===== src/rtl/bert_rx_sync.sv =====
module bert_rx_sync #(
  parameter int BIT_CNT_W = 32,
  parameter int ERR_CNT_W = 24,
  parameter int PRBS_W    = 15,
  parameter int PRBS_TAP  = 14,
  parameter int LOCK_RUN  = 32,
  parameter int WIN_LEN   = 64,
  parameter int LOSS_ERRS = 6,
  parameter int ZERO_RUN  = 31
) (
  input  logic                 clk,
  input  logic                 rst_n,
  input  logic                 bit_vld,
  input  logic                 bit_in,
  input  logic                 cnt_clr,
  output logic                 in_sync,
  output logic                 search_start,
  output logic                 err_det,
  output logic                 bit_sat,
  output logic                 err_sat,
  output logic                 all_zeros,
  output logic [BIT_CNT_W-1:0] bit_cnt,
  output logic [ERR_CNT_W-1:0] err_cnt
);

  localparam int MC_W = $clog2(LOCK_RUN + 1);
  localparam int PC_W = $clog2(WIN_LEN + 1);
  localparam int ZR_W = $clog2(ZERO_RUN + 1);
  localparam logic [MC_W-1:0]      LOCK_LAST = MC_W'(LOCK_RUN - 1);
  localparam logic [PC_W-1:0]      LOSS_LIM  = PC_W'(LOSS_ERRS);
  localparam logic [ZR_W-1:0]      ZR_TOP    = ZR_W'(ZERO_RUN);
  localparam logic [BIT_CNT_W-1:0] BIT_TOP   = '1;
  localparam logic [BIT_CNT_W-1:0] BIT_NEAR  = BIT_TOP - 1'b1;
  localparam logic [ERR_CNT_W-1:0] ERR_TOP   = '1;
  localparam logic [ERR_CNT_W-1:0] ERR_NEAR  = ERR_TOP - 1'b1;

  logic [PRBS_W-1:0]  ref_q;
  logic [MC_W-1:0]    run_q;
  logic [WIN_LEN-1:0] hist_q;
  logic [PC_W-1:0]    pop_q;
  logic [ZR_W-1:0]    zrun_q;
  logic               boot_q;

  wire pred = ref_q[PRBS_W-1] ^ ref_q[PRBS_TAP-1];
  wire miss = bit_in ^ pred;
  wire [PC_W-1:0] pop_nxt = pop_q + PC_W'(miss) - PC_W'(hist_q[WIN_LEN-1]);
  wire lose   = in_sync & bit_vld & (pop_nxt >= LOSS_LIM);
  wire gain   = !in_sync & bit_vld & !miss & (run_q == LOCK_LAST);
  wire hit    = in_sync & bit_vld & miss;

  assign all_zeros = (zrun_q == ZR_TOP);

  always_ff @(posedge clk or negedge rst_n) begin
    if (!rst_n) begin
      boot_q       <= 1'b1;
      search_start <= 1'b0;
      err_det      <= 1'b0;
      in_sync      <= 1'b0;
      ref_q        <= '0;
      run_q        <= '0;
      hist_q       <= '0;
      pop_q        <= '0;
      zrun_q       <= '0;
    end else begin
      boot_q       <= 1'b0;
      search_start <= boot_q | lose;
      err_det      <= hit;
      if (bit_vld) begin
        ref_q  <= {ref_q[PRBS_W-2:0], in_sync ? pred : bit_in};
        zrun_q <= bit_in ? '0 : (all_zeros ? zrun_q : zrun_q + 1'b1);
        if (lose) begin
          in_sync <= 1'b0;
          run_q   <= '0;
          hist_q  <= '0;
          pop_q   <= '0;
        end else if (in_sync) begin
          hist_q <= {hist_q[WIN_LEN-2:0], miss};
          pop_q  <= pop_nxt;
        end else if (gain) begin
          in_sync <= 1'b1;
          run_q   <= '0;
          hist_q  <= '0;
          pop_q   <= '0;
        end else begin
          run_q <= miss ? '0 : run_q + 1'b1;
        end
      end
    end
  end

  always_ff @(posedge clk or negedge rst_n) begin
    if (!rst_n) begin
      bit_cnt <= '0;
      err_cnt <= '0;
      bit_sat <= 1'b0;
      err_sat <= 1'b0;
    end else begin
      bit_sat <= 1'b0;
      err_sat <= 1'b0;
      if (cnt_clr) begin
        bit_cnt <= '0;
        err_cnt <= '0;
      end else begin
        if (bit_vld && bit_cnt != BIT_TOP) begin
          bit_cnt <= bit_cnt + 1'b1;
          bit_sat <= (bit_cnt == BIT_NEAR);
        end
        if (hit && err_cnt != ERR_TOP) begin
          err_cnt <= err_cnt + 1'b1;
          err_sat <= (err_cnt == ERR_NEAR);
        end
      end
    end
  end

endmodule


===== config.mk =====
export PLATFORM = sky130hd
export DESIGN_NAME = bert_rx_sync
export DESIGN_NICKNAME = d
export VERILOG_FILES = /design/src/rtl/bert_rx_sync.sv
export SDC_FILE = /design/constraint.sdc
export NUM_CORES = 1
export LEC_CHECK = 0
export BUFFER_PORTS_ARGS = -buffer_cell sky130_fd_sc_hd__buf_2
export CAP_MARGIN = 20
export CORE_UTILIZATION = 50
export CTS_CLUSTER_DIAMETER = 40
export DETAILED_ROUTE_END_ITERATION = 12
export HOLD_SLACK_MARGIN = 0.12
export PLACE_DENSITY_LB_ADDON = 0.15
export SLEW_MARGIN = 40
export SYNTH_ARGS = -nofsm -noshare
export SYNTH_HDL_FRONTEND = slang
export SYNTH_SLANG_ARGS = --single-unit

===== constraint.sdc =====
create_clock -name clk -period 4.35 [get_ports clk]
set_clock_uncertainty 0.05 [all_clocks]
set_input_delay 0.435 -clock clk [delete_from_list [all_inputs] [get_ports clk]]
set_output_delay 0.435 -clock clk [all_outputs]
set_load 0.01 [all_outputs]

==> results of run 1 <==
[routing by layer]
layer  GRT usage  routed length, um
met1       0.301               7020
met2       0.314               6700
met3      0.0372                488
met4      0.0800                237
met5           0                  0
[worst max-delay path, cell delays in order (launching register included)]
cell and delay [ns]:
dfrtp_1 0.42, xnor3_1 0.45, xnor2_1 0.20, ha_1 0.19, inv_1 0.05, fa_1 0.38, nand2b_1 0.18, a21oi_1 0.16
xnor2_1 0.07, or4b_1 0.61, nor3_2 0.22, buf_12 0.29, a22o_1 0.19
[Yosys cell counts (15+ instances only)]
| cell type | instances |
|---|---|
| inv_1 | 23 |
| xnor2_1 | 27 |
| mux2_2 | 16 |
| clkbuf_1 | 15 |
| nor2_1 | 64 |
| xor2_1 | 24 |
| nand3_1 | 26 |
| a22o_1 | 68 |
| a21oi_1 | 17 |
| dfrtp_1 | 158 |
| nand4_1 | 16 |
| and3_1 | 16 |
| nand2_1 | 22 |
[where the power goes]
part / switching, mW / internal, mW
combinational: 0.155 / 0.136
sequential: 0.0538 / 1.56
clock: 0.585 / 0.870
[kinds of logic (layout without fill, tap and decap cells)]
group / Yosys count / count (layout)
muxes: 18 / 18
and+or+nand+nor: 206 / 206
adders and majority gates: 14 / 14
AOI/OAI and AO/OA: 136 / 136
buffers and inverters: 52 / 129
other: 1 / 1
xor gates and xnor gates: 52 / 52
DFF: 159 / 159
[flip-flops by register name, summed over array words and instances, names as in the netlist, 5 cells and up]
signal / flops
ref_q: 15
err_cnt: 24
run_q: 6
pop_q: 7
zrun_q: 5
bit_cnt: 32
hist_q: 64
[final timing paths]
path                              end  slack (ns)  cells after the start
max in group asynchronous  hist_q[59]        2.73                      4
min                         zrun_q[3]        0.23                      2
min in group asynchronous    ref_q[3]        0.45                      2
max                        hist_q[49]        0.76                     12
min reg2reg                hist_q[35]        0.44                      1
max reg2reg                hist_q[49]        0.76                     12
[through the flow]
step,util,std cells,instance area (um2)
after floorplan,-,638,7240
after global placement,0.554,862,7750
after detailed placement,0.554,862,7750
after CTS,0.596,894,8340
after global routing,0.598,895,8360
final,0.598,895,8360
[cell type report]
type | instances | share of cell area
Clock inverter | 10 | 0.0135
Timing Repair Buffer | 74 | 0.0536
Clock buffer | 21 | 0.0551
Sequential cell | 159 | 0.476
Multi-Input combinational cell | 427 | 0.364
Inverter | 24 | 0.0108
Tap cell | 180 | 0.0269
[what timing repair did]
action	in CTS	in global routing
hold buffers	1	0
resized for setup	0	0
endpoints found under the hold margin	98	0
==> metrics.md, run 1 <==
| Metric | Value |
|---|---|
| Outcome | completed |
| Core Box Area | 0.0140 mm2 |
| Initial DRC count | 324 |
| Final hold slack | 0.233 ns |
| Worst-path maximum fanout | 65 |
| GPL Wtd Cong | 0.826 |
| Compound-cell area share of the yosys netlist | 0.150 |
| FFs w/ async S/R, synth | 1.00 |
| Area occupied by multi-input gates | 0.00305 mm2 |
| Initial Util | 0.518 |
| Most common cell after layout, fill and taps aside | dfrtp_1 |
| Total global routing overflow | 0 |
| Post-synthesis net count | 657 |
| Clock buffer depth | 2 |
| Final worst slack | 0.765 ns |
| Vias in the first global route | 5020 |
| Synthesized area per cell | 11.4 um2 |
| Cell row count | 43 |
| CTS Buf Count | 17 |
| Cell variety after synth | 61 |
| Die Ht | 122 um |
| Synthesized area | 0.00724 mm2 |
| Via density | 5.77 |
| Initial antenna violation count | 0 |
| Sequential cell area | 0.00398 mm2 |
| Setup TNS | 0 ns |
| Largest net degree at the start of global routing | 101 |
| Die ar. | 0.0150 mm2 |
| Most frequent cells in the layout | dfrtp_1 (158), a22o_1 (68), buf_2 (65) |
| Worst setup startpoint | ref_q[13] |
| Total clock sinks | 159 |
| Fraction of layout cells with a size suffix above 1 | 0.186 |
| Synth Area in XOR/XNOR | 0.0648 |
| Top_reg_cell synth | dfrtp_1 |
| Area Overhead vs Synth | 15.5% |
| Synth Area in Simple Gates | 0.151 |
| Remaining DRCs | 0 |
| Final #Nets | 722 |
| # IOs | 67 |
| Cell area power density | 402 mW/mm2 |
| Hold_sp | bit_in |
| Clock root cell | clkbuf_16 |
| Achievable clock frequency | 279 MHz |
| Syn Inst Count | 638 |
| Leak | 3.92 nW |
| Top cell type's share of synthesized area | 0.546 |
| Max-slew headroom | 0.454 |
| Worst setup SP type | register |
| Final setup fails | 0 |
| ANT nets after route | 0 |
| Top cells by area, synth | dfrtp_1 (55%), a22o_1 (8.2%), nor2_1 (3.3%) |
| Slew @ Worst Pin | 0.812 ns |
| Critical path endpoint category | register |
| Reg2reg start | ref_q[13] |
| Fin crit share | 0.824 |
| Peak supply drop | 0.295 mV |
| EDFF count, synth | 0 |
| Critical setup path kind | register to register |
| Per-cell routed wire length | 16.1 um |
| WL final | 14400 um |
| GRT Util Overall | 0.209 |
| Post CTS Setup Buffer Count | 0 |
| Seq cells post-synth | 159 |
| Post-route total power | 3.36 mW |
| RSZ-0062 raised after global routing | false |
| Global-route wire length before repair | 24600 um |
| Number of diodes | 0 |
| Clk Latency, worst-skew pair | 0.42 ns |
| Place WS | 0.560 ns |
| Post-Synth Adder-Cell Area | 0.0252 |
| Largest family of logic cells by synthesized area | simple AND/OR/NAND/NOR gates |
| CTS clk-pin slew, worst paths | 0.06 ns |
| Via count | 5165 |
| CP arrival | 3.89 ns |
| CTS tree | done |
| Die Width | 122 um |
| Tmin final | 3.59 ns |
| PortBufs | 66 |
| Tightest Hold Check Type | input pin to register |
| CP required | 4.66 ns |
| YS warnings | 0 |
| Mux contribution to synthesized area | 0.0276 |
| Final-report hold violation count | 0 |
| Area leader, netlist | dfrtp_1 |
| Register area share after synthesis | 0.549 |
| Drt first pass iters | 4 |
| DP HPWL | 9440 um |
| Slew Viols, Final | 0 |
| FILL cells | 1148 |
| Max H-tree Level | 4 |
| Max Cap Viol | 0 |
Note: power is estimated with default switching activity, not from simulation.
==> run 2, diff against run 1 <==
Clock period 4.35 ns to 3.3 ns, I/O delays scaled along.
==> run 2 against run 1 <==
Routed wire length up 5.4%; via count up 1.8%; maximum frequency up 11%; critical endpoint is now hist_q[21]; largest cell class unchanged.
==> metrics.md, run 2 (synthesis gave the netlist of run 1 again) <==
| Metric | Value |
|---|---|
| Drt first pass iters | 4 (unchanged) |
| Final worst slack | 0.0746 ns (was 0.765 ns) |
| Post-route total power | 4.51 mW (was 3.36 mW) |
| Via density | 5.73 (was 5.77) |
| Die ar. | 0.0150 mm2 (unchanged) |
| Final-report hold violation count | 0 (unchanged) |
| GPL Wtd Cong | 0.816 (was 0.826) |
| Sequential share of power | 0.469 (was 0.480) |
| Reg2reg start | ref_q[13] (unchanged) |
| Hold path endpoint | zrun_q[3] (unchanged) |
| Most frequent cells in the layout | dfrtp_1 (158), a22o_1 (68), buf_2 (65) (unchanged) |
| Worst R2R Path Depth | 13 (was 12) |
| Clk Latency, worst-skew pair | 0.43 ns (was 0.42 ns) |
| Biggest register | hist_q (unchanged) |
| Reg2reg setup slack | 0.07 ns (was 0.76 ns) |
| Max H-tree Level | 4 (unchanged) |
| RSZ-0062 raised after global routing | true (was false) |
| Largest net degree at the start of global routing | 100 (was 101) |
| CTS clk-pin slew, worst paths | 0.06 ns (about the same) |
| Per-cell routed wire length | 16.6 um (was 16.1 um) |
| Area Overhead vs Synth | 19.1% (was 15.5%) |
| Cell row count | 43 (unchanged) |
| GRT Util Overall | 0.212 (was 0.209) |
| # IOs | 67 (unchanged) |
| Worst setup SP type | register (unchanged) |
| Final setup fails | 0 (unchanged) |
| CP arrival | 3.54 ns (was 3.89 ns) |
| Max reg flops | 64 (unchanged) |
| Clk pwr share | 0.429 (was 0.433) |
| Comb power frac | 0.102 (was 0.087) |
| PortBufs | 66 (unchanged) |
| Via count | 5257 (was 5165) |
| Cell area power density | 523 mW/mm2 (was 402 mW/mm2) |
| Achievable clock frequency | 310 MHz (was 279 MHz) |
| Die Ht | 122 um (unchanged) |
| Area occupied by multi-input gates | 0.00308 mm2 (was 0.00305 mm2) |
| Most common cell after layout, fill and taps aside | dfrtp_1 (unchanged) |
| Crit-path cells | xnor3_1 > xnor2_1 > ha_2 > inv_2 > fa_2 > nand2b_4 > a21oi_2 > xnor2_1 > or4b_4 > nor3_4 > buf_6 > clkbuf_16 > a22o_1 (was xnor3_1 > xnor2_1 > ha_1 > inv_1 > fa_1 > nand2b_1 > a21oi_1 > xnor2_1 > or4b_1 > nor3_2 > buf_12 > a22o_1) |
| Slew Viols, Final | 0 (unchanged) |
| Regs by FF count | hist_q (64), bit_cnt (32), err_cnt (24) (unchanged) |
| Max-slew headroom | 0.501 (was 0.454) |
| Remaining DRCs | 0 (unchanged) |
| Tightest Hold Check Type | input pin to register (unchanged) |
| Critical path's top delay family | simple AND/OR/NAND/NOR gates (unchanged) |
| ANT nets after route | 0 (unchanged) |
| CTS Buf Count | 17 (unchanged) |
| Sequential cell area | 0.00398 mm2 (unchanged) |
| CP bufs+invs | 3 (was 2) |
| Setup TNS | 0 ns (unchanged) |
| Slew @ Worst Pin | 0.742 ns (was 0.812 ns) |
| Vias in the first global route | 5115 (was 5020) |
| Global-route wire length before repair | 24700 um (was 24600 um) |
| Final #Nets | 743 (was 722) |
| Outcome | completed (unchanged) |
| CP max stage delay | 0.56 ns (was 0.61 ns) |
| Total clock sinks | 159 (unchanged) |
| Initial DRC count | 421 (was 324) |
| Critical setup path kind | register to register (unchanged) |
| DP HPWL | 9280 um (was 9440 um) |
| Total global routing overflow | 0 (unchanged) |
| Clock root cell | clkbuf_16 (unchanged) |
| Die Width | 122 um (unchanged) |
| P_sw | 1.10 mW (was 0.794 mW) |
| Peak supply drop | 0.313 mV (was 0.295 mV) |
| Critical path endpoint category | register (unchanged) |
| Worst-path maximum fanout | 8 (was 65) |
| CP required | 3.61 ns (was 4.66 ns) |
| Core Box Area | 0.0140 mm2 (unchanged) |
| CP max stage cell | or4b_4 (was or4b_1) |
| Critical path's most frequent cell | xnor2_1 (unchanged) |
| Clock buffer depth | 2 (unchanged) |
| Hold_sp | bit_in (unchanged) |
| Initial antenna violation count | 0 (unchanged) |
| Worst R2R End | hist_q[21] (was hist_q[49]) |
| FILL cells | 1120 (was 1148) |
| WL final | 15200 um (was 14400 um) |
| Tmin final | 3.23 ns (was 3.59 ns) |
| Fin crit share | 0.977 (was 0.824) |
| CTS tree | done (unchanged) |
| Switching part of the total power | 0.245 (was 0.236) |
| WHS Path Cells | 3 (was 2) |
| Place WS | -0.141 ns (was 0.560 ns) |
| Max Cap Viol | 0 (unchanged) |
| Number of diodes | 0 (unchanged) |
| Leak | 4.05 nW (was 3.92 nW) |
| Initial Util | 0.518 (unchanged) |
| Pint | 3.41 mW (was 2.56 mW) |
| Fraction of layout cells with a size suffix above 1 | 0.221 (was 0.186) |
| Core Util, Final | 0.617 (was 0.598) |
==> run 2: cell count changes in the layout (fill, tap and decap cells not counted), moves of 2 or more <==
cell,delta
buf_4,+14
buf_6,+5
clkbuf_16,+2
clkbuf_8,+2
clkinv_2,-3
inv_6,+2
==> run 2: final cells by class <==
type,count,share of cell area
Timing Repair Buffer,95,0.0779
Tap cell,180,0.0261
Clock buffer,22,0.0561
Inverter,24,0.0104
Sequential cell,159,0.461
Multi-Input combinational cell,427,0.357
Clock inverter,10,0.0117
==> run 2: how the worst max path moves through the flow <==
stage,start,endpoint,slack [ns],cells past startpoint
detailed placement,bit_in,hist_q[7],-0.14,13
finish,ref_q[13],hist_q[21],0.07,13
floorplan,ref_q[13],hist_q[14],0.03,13
CTS,ref_q[14],hist_q[19],0.01,13
global route,ref_q[13],hist_q[46],-0.05,13
global placement,bit_in,hist_q[17],-0.06,13
==> run 2: what timing repair did <==
action                                 in CTS  in global routing
endpoints found under the hold margin      60                  0
gates cloned                                2                  3
setup buffers                               4                  2
setup endpoints to repair                  71                 71
resized for setup                           9                  4
pin swaps                                   4                 11
hold buffers                                1                  0
==> run 2: layer usage <==
| metal | up-vias | GRT usage | wire length (um) |
|---|---|---|---|
| met5 | - | 0 | 0 |
| met4 | 0 | 0.101 | 349 |
| met3 | 27 | 0.0400 | 548 |
| met2 | 91 | 0.320 | 7040 |
| met1 | 2648 | 0.294 | 7290 |
| li1 | 2491 | - | - |
==> run 2: power by group through the flow <==
stage / Clock, mW / Sequential, mW / Combinational [mW]
global placement: 0 / 2.15 / 0.419
floorplan: 0 / 2.14 / 0.273
finish: 1.94 / 2.12 / 0.461
detailed placement: 0 / 2.16 / 0.437
global route: 2.06 / 2.13 / 0.514
CTS: 1.97 / 2.12 / 0.458
==> run 2: per-stage QoR <==
stage / hold slack, ns / instance area [um2] / std cells
floorplan: -0.0156 / 7240 / 638
global placement: 0.300 / 7830 / 873
detailed placement: 0.306 / 7830 / 873
CTS: 0.190 / 8540 / 912
global route: 0.212 / 8630 / 917
finish: 0.202 / 8630 / 917
==> run 2: tightest hold or removal path, delay by kind of cell <==
kind | cells | cell delay (ns)
buf+inv | 2 | 0.24
compound gates | 1 | 0.06
